--- src/rtl/rxr_pkg.sv ---
package rxr_pkg;
  typedef struct packed {
    logic own;
    logic stp;
    logic enp;
    logic err;
  } rxr_flags_t;

  typedef enum logic [1:0] {
    ST_IDLE = 2'd0,
    ST_FILL = 2'd1,
    ST_DROP = 2'd2
  } rxr_state_t;
endpackage

--- src/rtl/rxr_rst_sync.sv ---
module rxr_rst_sync (
  input  logic clk,
  input  logic rst_n,
  output logic rst_n_sync
);
  logic [1:0] sync_q;

  always_ff @(posedge clk or negedge rst_n) begin
    if (!rst_n) sync_q <= 2'b00;
    else        sync_q <= {sync_q[0], 1'b1};
  end

  assign rst_n_sync = sync_q[1];
endmodule

--- src/rtl/rxr_desc_mem.sv ---
module rxr_desc_mem
  import rxr_pkg::*;
#(
  parameter int NDESC = 8,
  parameter int LEN_W = 8,
  localparam int IDX_W = $clog2(NDESC)
) (
  input  logic             clk,
  input  logic             rst_n,
  input  logic [IDX_W-1:0] rd_idx,
  output rxr_flags_t       rd_flags,
  output logic [LEN_W-1:0] rd_len,
  output logic [LEN_W-1:0] rd_mcnt,
  input  logic [IDX_W-1:0] cur_idx,
  output logic             cur_own,
  output logic [LEN_W-1:0] cur_len,
  input  logic [IDX_W-1:0] nxt_idx,
  output logic             nxt_own,
  input  logic             eng_we,
  input  logic [IDX_W-1:0] eng_widx,
  input  rxr_flags_t       eng_wflags,
  input  logic [LEN_W-1:0] eng_wmcnt,
  input  logic             host_we,
  input  logic [IDX_W-1:0] host_widx,
  input  logic [LEN_W-1:0] host_len,
  input  logic             host_own
);
  rxr_flags_t       flags_q [NDESC];
  rxr_flags_t       flags_d [NDESC];
  logic [LEN_W-1:0] len_q   [NDESC];
  logic [LEN_W-1:0] len_d   [NDESC];
  logic [LEN_W-1:0] mcnt_q  [NDESC];
  logic [LEN_W-1:0] mcnt_d  [NDESC];

  always_comb begin
    for (int i = 0; i < NDESC; i++) begin
      flags_d[i] = flags_q[i];
      len_d[i]   = len_q[i];
      mcnt_d[i]  = mcnt_q[i];
      if (eng_we && eng_widx == IDX_W'(i)) begin
        flags_d[i] = eng_wflags;
        mcnt_d[i]  = eng_wmcnt;
      end else if (host_we && host_widx == IDX_W'(i) && !flags_q[i].own) begin
        flags_d[i].own = host_own;
        len_d[i]       = host_len;
      end
    end
  end

  always_ff @(posedge clk or negedge rst_n) begin
    if (!rst_n) begin
      for (int i = 0; i < NDESC; i++) begin
        flags_q[i] <= '0;
        len_q[i]   <= '0;
        mcnt_q[i]  <= '0;
      end
    end else begin
      for (int i = 0; i < NDESC; i++) begin
        flags_q[i] <= flags_d[i];
        len_q[i]   <= len_d[i];
        mcnt_q[i]  <= mcnt_d[i];
      end
    end
  end

  assign rd_flags = flags_q[rd_idx];
  assign rd_len   = len_q[rd_idx];
  assign rd_mcnt  = mcnt_q[rd_idx];
  assign cur_own  = flags_q[cur_idx].own;
  assign cur_len  = len_q[cur_idx];
  assign nxt_own  = flags_q[nxt_idx].own;

  // the engine only writes back a descriptor it owns
  assert_wb_owned_R2: assert property (@(posedge clk) disable iff (!rst_n)
    eng_we |-> flags_q[eng_widx].own);

  // ownership is released by every writeback
  assert_wb_releases_R4: assert property (@(posedge clk) disable iff (!rst_n)
    eng_we |=> !flags_q[$past(eng_widx)].own);

  generate
    for (genvar g = 0; g < NDESC; g++) begin : g_host_guard
      // a host write to an engine-owned entry leaves its length alone
      assert_host_locked_R8: assert property (@(posedge clk) disable iff (!rst_n)
        (host_we && host_widx == IDX_W'(g) && flags_q[g].own)
          |=> len_q[g] == $past(len_q[g]));
    end
  endgenerate
endmodule

--- src/rtl/rxr_fill_ctl.sv ---
module rxr_fill_ctl
  import rxr_pkg::*;
#(
  parameter int NDESC  = 8,
  parameter int LEN_W  = 8,
  parameter int DATA_W = 8,
  localparam int IDX_W = $clog2(NDESC)
) (
  input  logic              clk,
  input  logic              rst_n,
  input  logic              rx_valid,
  input  logic [DATA_W-1:0] rx_data,
  input  logic              rx_last,
  input  logic              rx_bad,
  input  logic              cur_own,
  input  logic [LEN_W-1:0]  cur_len,
  input  logic              nxt_own,
  output logic [IDX_W-1:0]  cur_idx,
  output logic [IDX_W-1:0]  nxt_idx,
  output logic              eng_we,
  output rxr_flags_t        eng_wflags,
  output logic [LEN_W-1:0]  eng_wmcnt,
  output logic              buf_we,
  output logic [IDX_W-1:0]  buf_idx,
  output logic [LEN_W-1:0]  buf_off,
  output logic [DATA_W-1:0] buf_data,
  output logic              frame_done
);
  rxr_state_t        st_q, st_d;
  logic [IDX_W-1:0]  idx_q, idx_d;
  logic [LEN_W-1:0]  pos_q, pos_d;
  logic [LEN_W-1:0]  clen_q, clen_d;
  logic              first_q, first_d;
  logic              bwe_q, bwe_d;
  logic [IDX_W-1:0]  bidx_q, bidx_d;
  logic [LEN_W-1:0]  boff_q, boff_d;
  logic [DATA_W-1:0] bdat_q, bdat_d;
  logic              done_q, done_d;

  logic             take, accept, full, stp_v;
  logic [LEN_W-1:0] use_len, off, cnt1;

  assign cur_idx = idx_q;
  assign nxt_idx = idx_q + 1'b1;

  always_comb begin
    take    = (st_q == ST_IDLE && cur_own) || (st_q == ST_FILL && pos_q == '0);
    accept  = rx_valid && (st_q == ST_FILL || (st_q == ST_IDLE && cur_own));
    use_len = take ? cur_len : clen_q;
    off     = take ? '0 : pos_q;
    cnt1    = off + 1'b1;
    full    = cnt1 >= use_len;
    stp_v   = (st_q == ST_IDLE) ? 1'b1 : first_q;

    st_d = st_q; idx_d = idx_q; pos_d = pos_q; clen_d = clen_q; first_d = first_q;
    bwe_d = 1'b0; bidx_d = bidx_q; boff_d = boff_q; bdat_d = bdat_q; done_d = 1'b0;
    eng_we = 1'b0; eng_wflags = '0; eng_wmcnt = '0;

    if (st_q == ST_DROP) begin
      if (rx_valid && rx_last) st_d = ST_IDLE;
    end else if (rx_valid && !accept) begin
      if (!rx_last) st_d = ST_DROP;
    end else if (accept) begin
      bwe_d  = 1'b1;
      bidx_d = idx_q;
      boff_d = off;
      bdat_d = rx_data;
      if (take) clen_d = cur_len;
      if (rx_last) begin
        eng_we     = 1'b1;
        eng_wflags = '{own: 1'b0, stp: stp_v, enp: !rx_bad, err: rx_bad};
        eng_wmcnt  = cnt1;
        idx_d      = idx_q + 1'b1;
        st_d       = ST_IDLE;
        done_d     = 1'b1;
      end else if (full) begin
        eng_we = 1'b1;
        idx_d  = idx_q + 1'b1;
        if (nxt_own) begin
          eng_wflags = '{own: 1'b0, stp: stp_v, enp: 1'b0, err: 1'b0};
          st_d       = ST_FILL;
          pos_d      = '0;
          first_d    = 1'b0;
        end else begin
          eng_wflags = '{own: 1'b0, stp: stp_v, enp: 1'b0, err: 1'b1};
          eng_wmcnt  = cnt1;
          st_d       = ST_DROP;
          done_d     = 1'b1;
        end
      end else begin
        st_d    = ST_FILL;
        pos_d   = cnt1;
        first_d = stp_v;
      end
    end
  end

  always_ff @(posedge clk or negedge rst_n) begin
    if (!rst_n) begin
      st_q <= ST_IDLE; idx_q <= '0; pos_q <= '0; clen_q <= '0; first_q <= 1'b0;
      bwe_q <= 1'b0; bidx_q <= '0; boff_q <= '0; bdat_q <= '0; done_q <= 1'b0;
    end else begin
      st_q <= st_d; idx_q <= idx_d; pos_q <= pos_d; clen_q <= clen_d; first_q <= first_d;
      bwe_q <= bwe_d; done_q <= done_d;
      if (bwe_d) begin
        bidx_q <= bidx_d; boff_q <= boff_d; bdat_q <= bdat_d;
      end
    end
  end

  assign buf_we     = bwe_q;
  assign buf_idx    = bidx_q;
  assign buf_off    = boff_q;
  assign buf_data   = bdat_q;
  assign frame_done = done_q;

  // a reported offset always lies inside the latched buffer length
  assert_off_in_buf_R10: assert property (@(posedge clk) disable iff (!rst_n)
    (bwe_q && clen_q != '0) |-> boff_q < clen_q);

  // while a frame is being discarded nothing is strobed out
  assert_drop_quiet_R7: assert property (@(posedge clk) disable iff (!rst_n)
    (st_q == ST_DROP && $past(st_q == ST_DROP)) |-> !bwe_q);

  // a done pulse is always preceded by a writeback
  assert_done_after_wb_R9: assert property (@(posedge clk) disable iff (!rst_n)
    $rose(done_q) |-> $past(eng_we));
endmodule

--- src/rtl/rxr_wb_engine.sv ---
module rxr_wb_engine
  import rxr_pkg::*;
#(
  parameter int NDESC  = 8,
  parameter int LEN_W  = 8,
  parameter int DATA_W = 8
) (
  input  logic                     clk,
  input  logic                     rst_n,
  input  logic                     rx_valid,
  input  logic [DATA_W-1:0]        rx_data,
  input  logic                     rx_last,
  input  logic                     rx_bad,
  output logic                     buf_we,
  output logic [$clog2(NDESC)-1:0] buf_idx,
  output logic [LEN_W-1:0]         buf_off,
  output logic [DATA_W-1:0]        buf_data,
  output logic                     frame_done,
  input  logic [$clog2(NDESC)-1:0] h_rd_idx,
  output logic                     h_rd_own,
  output logic                     h_rd_stp,
  output logic                     h_rd_enp,
  output logic                     h_rd_err,
  output logic [LEN_W-1:0]         h_rd_len,
  output logic [LEN_W-1:0]         h_rd_mcnt,
  input  logic                     h_wr_en,
  input  logic [$clog2(NDESC)-1:0] h_wr_idx,
  input  logic [LEN_W-1:0]         h_wr_len,
  input  logic                     h_wr_own
);
  localparam int IDX_W = $clog2(NDESC);

  logic             rst_n_s;
  logic [IDX_W-1:0] cur_idx, nxt_idx;
  logic             cur_own, nxt_own, eng_we;
  logic [LEN_W-1:0] cur_len, eng_wmcnt;
  rxr_flags_t       eng_wflags, rd_flags;

  rxr_rst_sync u_rst (.clk(clk), .rst_n(rst_n), .rst_n_sync(rst_n_s));

  rxr_desc_mem #(.NDESC(NDESC), .LEN_W(LEN_W)) u_mem (
    .clk(clk), .rst_n(rst_n_s),
    .rd_idx(h_rd_idx), .rd_flags(rd_flags), .rd_len(h_rd_len), .rd_mcnt(h_rd_mcnt),
    .cur_idx(cur_idx), .cur_own(cur_own), .cur_len(cur_len),
    .nxt_idx(nxt_idx), .nxt_own(nxt_own),
    .eng_we(eng_we), .eng_widx(cur_idx), .eng_wflags(eng_wflags), .eng_wmcnt(eng_wmcnt),
    .host_we(h_wr_en), .host_widx(h_wr_idx), .host_len(h_wr_len), .host_own(h_wr_own)
  );

  rxr_fill_ctl #(.NDESC(NDESC), .LEN_W(LEN_W), .DATA_W(DATA_W)) u_ctl (
    .clk(clk), .rst_n(rst_n_s),
    .rx_valid(rx_valid), .rx_data(rx_data), .rx_last(rx_last), .rx_bad(rx_bad),
    .cur_own(cur_own), .cur_len(cur_len), .nxt_own(nxt_own),
    .cur_idx(cur_idx), .nxt_idx(nxt_idx),
    .eng_we(eng_we), .eng_wflags(eng_wflags), .eng_wmcnt(eng_wmcnt),
    .buf_we(buf_we), .buf_idx(buf_idx), .buf_off(buf_off), .buf_data(buf_data),
    .frame_done(frame_done)
  );

  assign h_rd_own = rd_flags.own;
  assign h_rd_stp = rd_flags.stp;
  assign h_rd_enp = rd_flags.enp;
  assign h_rd_err = rd_flags.err;
endmodule

--- config.mk ---
export PLATFORM = sky130hd
export DESIGN_NAME = rxr_wb_engine
export DESIGN_NICKNAME = d
export VERILOG_FILES = /design/src/rtl/rxr_pkg.sv /design/src/rtl/rxr_rst_sync.sv /design/src/rtl/rxr_desc_mem.sv /design/src/rtl/rxr_fill_ctl.sv /design/src/rtl/rxr_wb_engine.sv
export SDC_FILE = /design/constraint.sdc
export NUM_CORES = 1
export LEC_CHECK = 0
export BUFFER_PORTS_ARGS = -buffer_cell sky130_fd_sc_hd__buf_2
export CAP_MARGIN = 20
export CORE_MARGIN = 5
export CORE_UTILIZATION = 61
export CTS_BUF_LIST = sky130_fd_sc_hd__clkbuf_16
export DETAILED_ROUTE_END_ITERATION = 7
export PLACE_DENSITY = 0.9
export SLEW_MARGIN = 25
export SYNTH_ARGS = -nofsm -noshare
export SYNTH_HDL_FRONTEND = slang
export SYNTH_SLANG_ARGS = --single-unit
export TNS_END_PERCENT = 1
--- constraint.sdc ---
create_clock -name clk -period 8.2 [get_ports clk]
set_input_delay 0.82 -clock clk [delete_from_list [all_inputs] [get_ports clk]]
set_output_delay 0.82 -clock clk [all_outputs]
set_load 0.01 [all_outputs]
# [Yosys cells after proc, flatten, opt, wreduce, memory -nomap -nowiden]
# Cells that the tools add are included.
[totals] regBits=205 wordCells=243
[classes] add_sub_neg=2 magnitude_cmp=4 n_eq_ne=19 n_mux=77 bitwise=14 n_reduce_logical=68
[ops] op="$mux 8" count=16
[ops] op="$bmux 8 s3" count=3
[ops] op="$mux 4" count=10
[ops] op="$bmux 4 s3" count=3
[ops] op="$mux 1" count=34
[ops] op="$logic_and 1x1->1" count=29
[ops] op="$eq 3x3->1 const B" count=8
[ops] op="$reduce_bool 2->1" count=9
[ops] op="$mux 2" count=8
[ops] op="$reduce_and 2->1" count=8
[ops] op="$eq 3x2->1 const B" count=4
[ops] op="$ge 4x4->1 const B" count=3
[ops] op="$not 3->4" count=3
[ops] op="$not 1->1" count=11
[ops] op="$logic_not 1->1" count=10
[ops] op="$mux 3" count=3
[ops] op="$add 8x1->8 const B" count=1
[ops] op="$ge 8x8->1" count=1
[ops] op="$logic_not 8->1" count=1
[ops] op="$reduce_and 4->1" count=2
[ops] op="$eq 3x1->1 const B" count=2
[ops] op="$logic_not 3->1" count=2
[ops] op="$reduce_and 3->1" count=2
[ops] op="$reduce_and 5->1" count=1
[ops] op="other kinds (8)" count=10

# [Logic depth before layout (Yosys ltp)]
[depth] ltp_word=17 mapped_depth=19

# [Cells and area by module]
# From an unflattened synthesis, not the netlist that was laid out.
[unflattened] hier_cells=735 area_unflattened_um2=10418.7
[by_module_without_submodules] mod="rxr_desc_mem" instances=1 cells_each=482 area_each_um2=7963.9 seq_area_each_um2=4003.8
[by_module_without_submodules] mod="rxr_fill_ctl" instances=1 cells_each=250 area_each_um2=2401.1 seq_area_each_um2=1076.0
[by_module_without_submodules] mod="rxr_rst_sync" instances=1 cells_each=3 area_each_um2=53.8 seq_area_each_um2=50.0

# [Least setup slack after synthesis]
# No wires, ideal clock.
[synth_path] kind="reg-to-reg" from="reg u_ctl.idx_q[0], in the netlist u_ctl.cur_idx[0]" to="reg u_mem.mcnt_q[35] (netlist name)" setup_time_ps=128 arrival_ps=4258 required_ps=8072 path_slack_ps=3815 path_stages_with_launch=20 n_path_buf=4 synth_period_minus_slack_ps=4385 path_cell_list="dfrtp_1 > buf_4 > mux2_4 > a2bb2oi_4 > nand3_1 > and2_1 > buf_2 > ha_1 > nand3_1 > nor2_1 > xnor2_1 > nor2_1 > ha_1 > a21o_1 > a211oi_1 > o31a_4 > buf_12 > nor3_2 > buf_6 > mux2_1"
[synth_via] elab_chain_cells=15
[synth_lines] element="start: declaration" line="rxr_fill_ctl.sv:30" rtl="logic [IDX_W-1:0] idx_q, idx_d;"
[synth_lines] element="start signal: assignment" line="rxr_fill_ctl.sv:103" rtl="st_q <= st_d; idx_q <= idx_d; pos_q <= pos_d; clen_q <= clen_d; first_q <= first_d;"
[synth_lines] element="$not 3->4 (not written as such) (*)" line="rxr_desc_mem.sv:69" rtl="assign cur_own = flags_q[cur_idx].own;"
[synth_lines] element="$bmux 4 s3 (*)" line="rxr_desc_mem.sv:69"
[synth_lines] element="$mux 4 (not written as such) (*) (2 in a row)" line="rxr_desc_mem.sv:69"
[synth_lines] element="$logic_and 1x1->1 (*)" line="rxr_fill_ctl.sv:47" rtl="take = (st_q == ST_IDLE && cur_own) || (st_q == ST_FILL && pos_q == '0);"
[synth_lines] element="$logic_or 1x1->1 (*)" line="rxr_fill_ctl.sv:47"
[synth_lines] element="$mux 8 (*)" line="rxr_fill_ctl.sv:50" rtl="off = take ? '0 : pos_q;"
[synth_lines] element="net u_ctl.off[0]" line="rxr_fill_ctl.sv:41" rtl="logic [LEN_W-1:0] use_len, off, cnt1;"
[synth_lines] element="$add 8x1->8 (*)" line="rxr_fill_ctl.sv:51" rtl="cnt1 = off + 1'b1;"
[synth_lines] element="$ge 8x8->1" line="rxr_fill_ctl.sv:52" rtl="full = cnt1 >= use_len;"
[synth_lines] element="$mux 1" line="rxr_fill_ctl.sv:76" rtl="end else if (full) begin"
[synth_lines] element="$mux 1" line="rxr_fill_ctl.sv:69" rtl="if (rx_last) begin"
[synth_lines] element="$mux 1" line="rxr_fill_ctl.sv:63" rtl="end else if (accept) begin"
[synth_lines] element="$mux 1" line="rxr_fill_ctl.sv:61" rtl="end else if (rx_valid && !accept) begin"
[synth_lines] element="$mux 1" line="rxr_fill_ctl.sv:59" rtl="if (st_q == ST_DROP) begin"
[synth_lines] element="$logic_and 1x1->1" line="rxr_desc_mem.sv:40" rtl="if (eng_we && eng_widx == IDX_W'(i)) begin"
[synth_lines] element="end signal: indexed assignment" line="rxr_desc_mem.sv:61" rtl="mcnt_q[i] <= mcnt_d[i];"
[synth_lines] element="end: declaration" line="rxr_desc_mem.sv:32" rtl="logic [LEN_W-1:0] mcnt_q [NDESC];"
# Mark *: on every way through the listed nets, which the timed path passes. The rest lies on a longest branch. The select of a mux whose other input is x is not followed.
# A chain may end at the register's enable or synchronous reset.

# [Worst setup path after layout]
[layout_path] from="reg u_ctl.idx_q[1], in the netlist u_ctl.cur_idx[1]" to="reg u_mem.mcnt_q[56] (netlist name)"
[layout_via] elab_chain_cells=15
[layout_lines] element="$not 3->4 (not written as such)" line="rxr_desc_mem.sv:69, rxr_desc_mem.sv:70"
[layout_lines] element="$bmux 4 s3" line="rxr_desc_mem.sv:69"
[layout_lines] element="$mux 4 (not written as such) (2 in a row)" line="rxr_desc_mem.sv:69"
[layout_lines] element="$logic_and 1x1->1" line="rxr_fill_ctl.sv:47, rxr_fill_ctl.sv:48"
[layout_lines] element="$logic_or 1x1->1" line="rxr_fill_ctl.sv:47"
[layout_lines] element="$mux 8" line="rxr_fill_ctl.sv:50"
[layout_lines] element="$add 8x1->8" line="rxr_fill_ctl.sv:51"
[layout_lines] element="$ge 8x8->1" line="rxr_fill_ctl.sv:52"
[layout_lines] element="$mux 1" line="rxr_fill_ctl.sv:76"
[layout_lines] element="$mux 1" line="rxr_fill_ctl.sv:69"
[layout_lines] element="$mux 1" line="rxr_fill_ctl.sv:63"
[layout_lines] element="$mux 1" line="rxr_fill_ctl.sv:61"
[layout_lines] element="$mux 1" line="rxr_fill_ctl.sv:59"
[layout_lines] element="$logic_and 1x1->1" line="rxr_desc_mem.sv:40"
# Several ways; a longest one is shown, not always the timed one. The select of a mux whose other input is x is not followed.

==> results.toml <==
[status]
outcome = "completed"

[cts]
clk_latency_ns = 0.51
cts_tree = "built"
numCtsBuffers = 21
clk_pin_slew_ns = 0.07
clock-sinks = 205
htreeDepth = 1
cts_hold_buf = 0
postCtsSetupBuffers = 0
cts.path.max_buffers = 3
cts.repair.resized = 0
cts-root-buf = "clkbuf_16"

[finish]
stdcell_area_mm2 = 0.01201
final_layout_size_suffix_gt1_share_pct = 43.71
layout.nets = 872
syn_to_final_growth_pct = 10.51
nFillCells = 1117

[pwr]
switchingPower_mw = 1.707
clockPowerShare_pct = 20.1
internal-power_mw = 2.710
power_per_cell_area_mw_per_mm2 = 367.8
netSwitchingFraction_pct = 38.64
leakagePower_nw = 5.374
power_mw = 4.416
seqPwrFrac_pct = 36.7
ir_drop_v = 0.0002729
combPwrFrac_pct = 43.2

[floorplanning]
start_util_pct = 62.39
core_area_mm2 = 0.01742
die_area_mm2 = 0.02058
chipHeight_um = 143.5
dieWidth_um = 143.5
fp-row-count = 48
io_pins = 70

[detailed_routing]
met2RoutedLength_mm = 12.29
wl_met3_mm = 2.369
top_layer_used = "met5"
drc = 0
detail_route.wl_per_cell_um = 23.94
wirelength_mm = 25.62
vias = 7125
drtIter0Drc = 598
first_pass_iters = 5
vias_per_cell = 6.659
m1WireLength_mm = 10.10
ant_nets = 0

[sta]
drv_slew = 0
skew_ns = 0.02551
clock.fmax_ghz = 0.1639
relSlewSlack_pct = 27.38
layout_setup_ws_ns = 2.100
finalSetupViolCount = 0
fin_crit_sh_pct = 74.39
rsz0062_at_grt = "false"
fin_crit_ns = 6.100
hold_viol = 0
worstMarginPinSlew_ns = 1.080
setup_tns_ns = 0

[synth]
yosysWarnings = 0
synth-edff-count = 0
synthTopCellsByCount = "205 x dfrtp_1, 155 x mux2_2, 56 x mux4_2, 52 x nand2_1, 23 x mux2_1"
synthArstFlopShare_pct = 100.0
ys_seq_area_share_pct = 47.21
synth-main-ff-cell = "dfrtp_1"
syn-cell-area_mm2 = 0.01087
avgSynthCellArea_um2 = 13.99
synthTopCellsByArea = "dfrtp_1 47%, mux2_2 16%, mux4_2 12%"
synth.distinct_cells = 67
synth_top_area_share_pct = 47.21
synth_top_area_cell = "dfrtp_1"
yosysMostFrequentCell = "dfrtp_1"
synth_seq_cells = 205
synth_cells = 777
synthesis.nets = 821

[critical_path]
regToRegSetupSlack_ns = 2.10
worstReg2RegStart = "u_ctl.cur_idx[1]"
reg2reg_to = "u_mem.mcnt_q[56]"
crit_required_ns = 8.55
crit_chain = "nor2b_1, a22oi_4, nand3_1, and2_1, ha_1, nand3_1, nor2_1, xnor2_1, nor2_1, ha_1, a21o_1, a211oi_1, o31a_4, or4_1, o32ai_2"
path_delay_family = "simple AND/OR/NAND/NOR gates"
critPathMaxStageDelay_ns = 1.03
endpoint_kind = "flop"
critPathLaunchType = "flop"
ff2ff_path_depth = 15
cp_num_buf_inv = 0
cp_slowest_cell = "dfrtp_1"
cp.arrival_ns = 6.45
worstSetupPathType = "reg2reg"
critical_path_depth = 15
cp_max_fo = 25
critPathLaunch = "u_ctl.cur_idx[1]"

[placed_design]
dp_hpwl_mm = 16.21
port_buffers = 69
place_ws_ns = 2.273
dpl_cell_area_mm2 = 0.01129
place.gp.congestion = 0.9465

[global_route]
grt.total_usage_pct = 25.30
grt_pass1_vias = 7276
antenna_found_initial = 4
grt_pass1_wl_mm = 40.80
grt_max_degree = 78
grt-ovfl-total = 0

[hold_path]
hold_class = "in2async"

[run]
timing.max_cap.violations = 0
[cell type report]
| type | count | area [um^2] | area share, % |
|---|---|---|---|
| clock buffer | 21 | 525.5 | 4.376 |
| antenna | 3 | 7.507 | 0.06251 |
| sequential | 205 | 5134 | 42.75 |
| inverter | 20 | 75.07 | 0.6251 |
| clock inverter | 16 | 102.6 | 0.8543 |
| tap | 225 | 281.5 | 2.344 |
| timing repair buffer | 76 | 440.4 | 3.667 |
| multi-input combinational | 504 | 5443 | 45.32 |
[per-stage QoR]
step | util [%] | hold WS (ns) | std cells
2_1_floorplan | - | 0.3312 | 777
3_3_place_gp | 64.83 | 0.3391 | 1028
3_5_place_dp | 64.83 | 0.3395 | 1028
4_1_cts | 68.43 | 0.08520 | 1065
5_1_grt | 68.95 | 0.08506 | 1070
6_report | 68.95 | 0.09301 | 1070
[kinds of logic (layout without fill, tap and decap cells)]
group           after synthesis  count (layout)  share of synthesized area, %
simple gates                148             148                         7.404
buf+inv                      68             133                         3.074
mux                         255             255                         32.35
fa+ha+maj                    15              15                         1.727
other cells                   1               4                       0.03451
xor+xnor                      6               6                        0.4836
compound gates               79              79                         7.715
flops                       205             205                         47.21
[state kept, by name, indices dropped and copies added (netlist names)]
| signal | count |
|---|---|
| u_ctl.buf_data | 8 |
| u_ctl.buf_idx | 3 |
| u_ctl.buf_off | 8 |
| u_ctl.buf_we | 1 |
| u_ctl.clen_q | 8 |
| u_ctl.cur_idx | 3 |
| u_ctl.first_q | 1 |
| u_ctl.frame_done | 1 |
| u_ctl.pos_q | 8 |
| u_ctl.st_q | 2 |
| u_mem.flags_q | 32 |
| u_mem.len_q | 64 |
| u_mem.mcnt_q | 64 |
| u_rst.sync_q | 2 |
[cell usage in the layout, fill, tap and decap left out, drive strengths merged, types with 7 or more instances in the layout]
master,n
inv,27
o32ai,8
nand2b,9
nand2,54
clkbuf,21
clkinv,7
buf,76
a21oi,9
nor2b,7
nand3,12
mux2i,13
ha,15
mux4,56
nor2,22
a31oi,9
o31ai,11
nor3,12
mux2,186
o21ai,15
dfrtp,205
[worst reg2reg max path, cell delays in order (launching register included)]
cell,delay (ns)
dfrtp_1,1.03
nor2b_1,0.42
a22oi_4,0.14
nand3_1,0.43
and2_1,0.67
ha_1,0.35
nand3_1,0.13
nor2_1,0.23
xnor2_1,0.19
nor2_1,0.08
ha_1,0.31
a21o_1,0.20
a211oi_1,0.52
o31a_4,0.58
or4_1,0.52
o32ai_2,0.15
[power groups by stage]
stage	combinational [mW]	sequential [mW]	clock, mW
floorplan	1.48	1.53	0
global placement	1.75	1.59	0
detailed placement	1.82	1.61	0
CTS	1.84	1.61	0.894
global route	2.04	1.65	0.945
finish	1.91	1.62	0.889
[how the worst max path moves through the flow]
| stage | slack (ns) | end |
|---|---|---|
| after global routing | 1.84 | u_mem.mcnt_q[16] |
| after global placement | 2.50 | u_mem.flags_q[10] |
| after CTS | 2.23 | u_mem.mcnt_q[31] |
| final | 2.10 | u_mem.mcnt_q[56] |
| after detailed placement | 2.27 | u_mem.mcnt_q[31] |
| after floorplan | 2.06 | u_ctl.buf_data[0] |
[metal layers]
| layer | global-route usage [%] | up-vias |
|---|---|---|
| met5 | 0 | - |
| met4 | 8.821 | 2 |
| met3 | 5.591 | 73 |
| met2 | 40.04 | 363 |
| met1 | 35.07 | 3652 |
| li1 | - | 3035 |
Power figures use the tool's default switching activity.
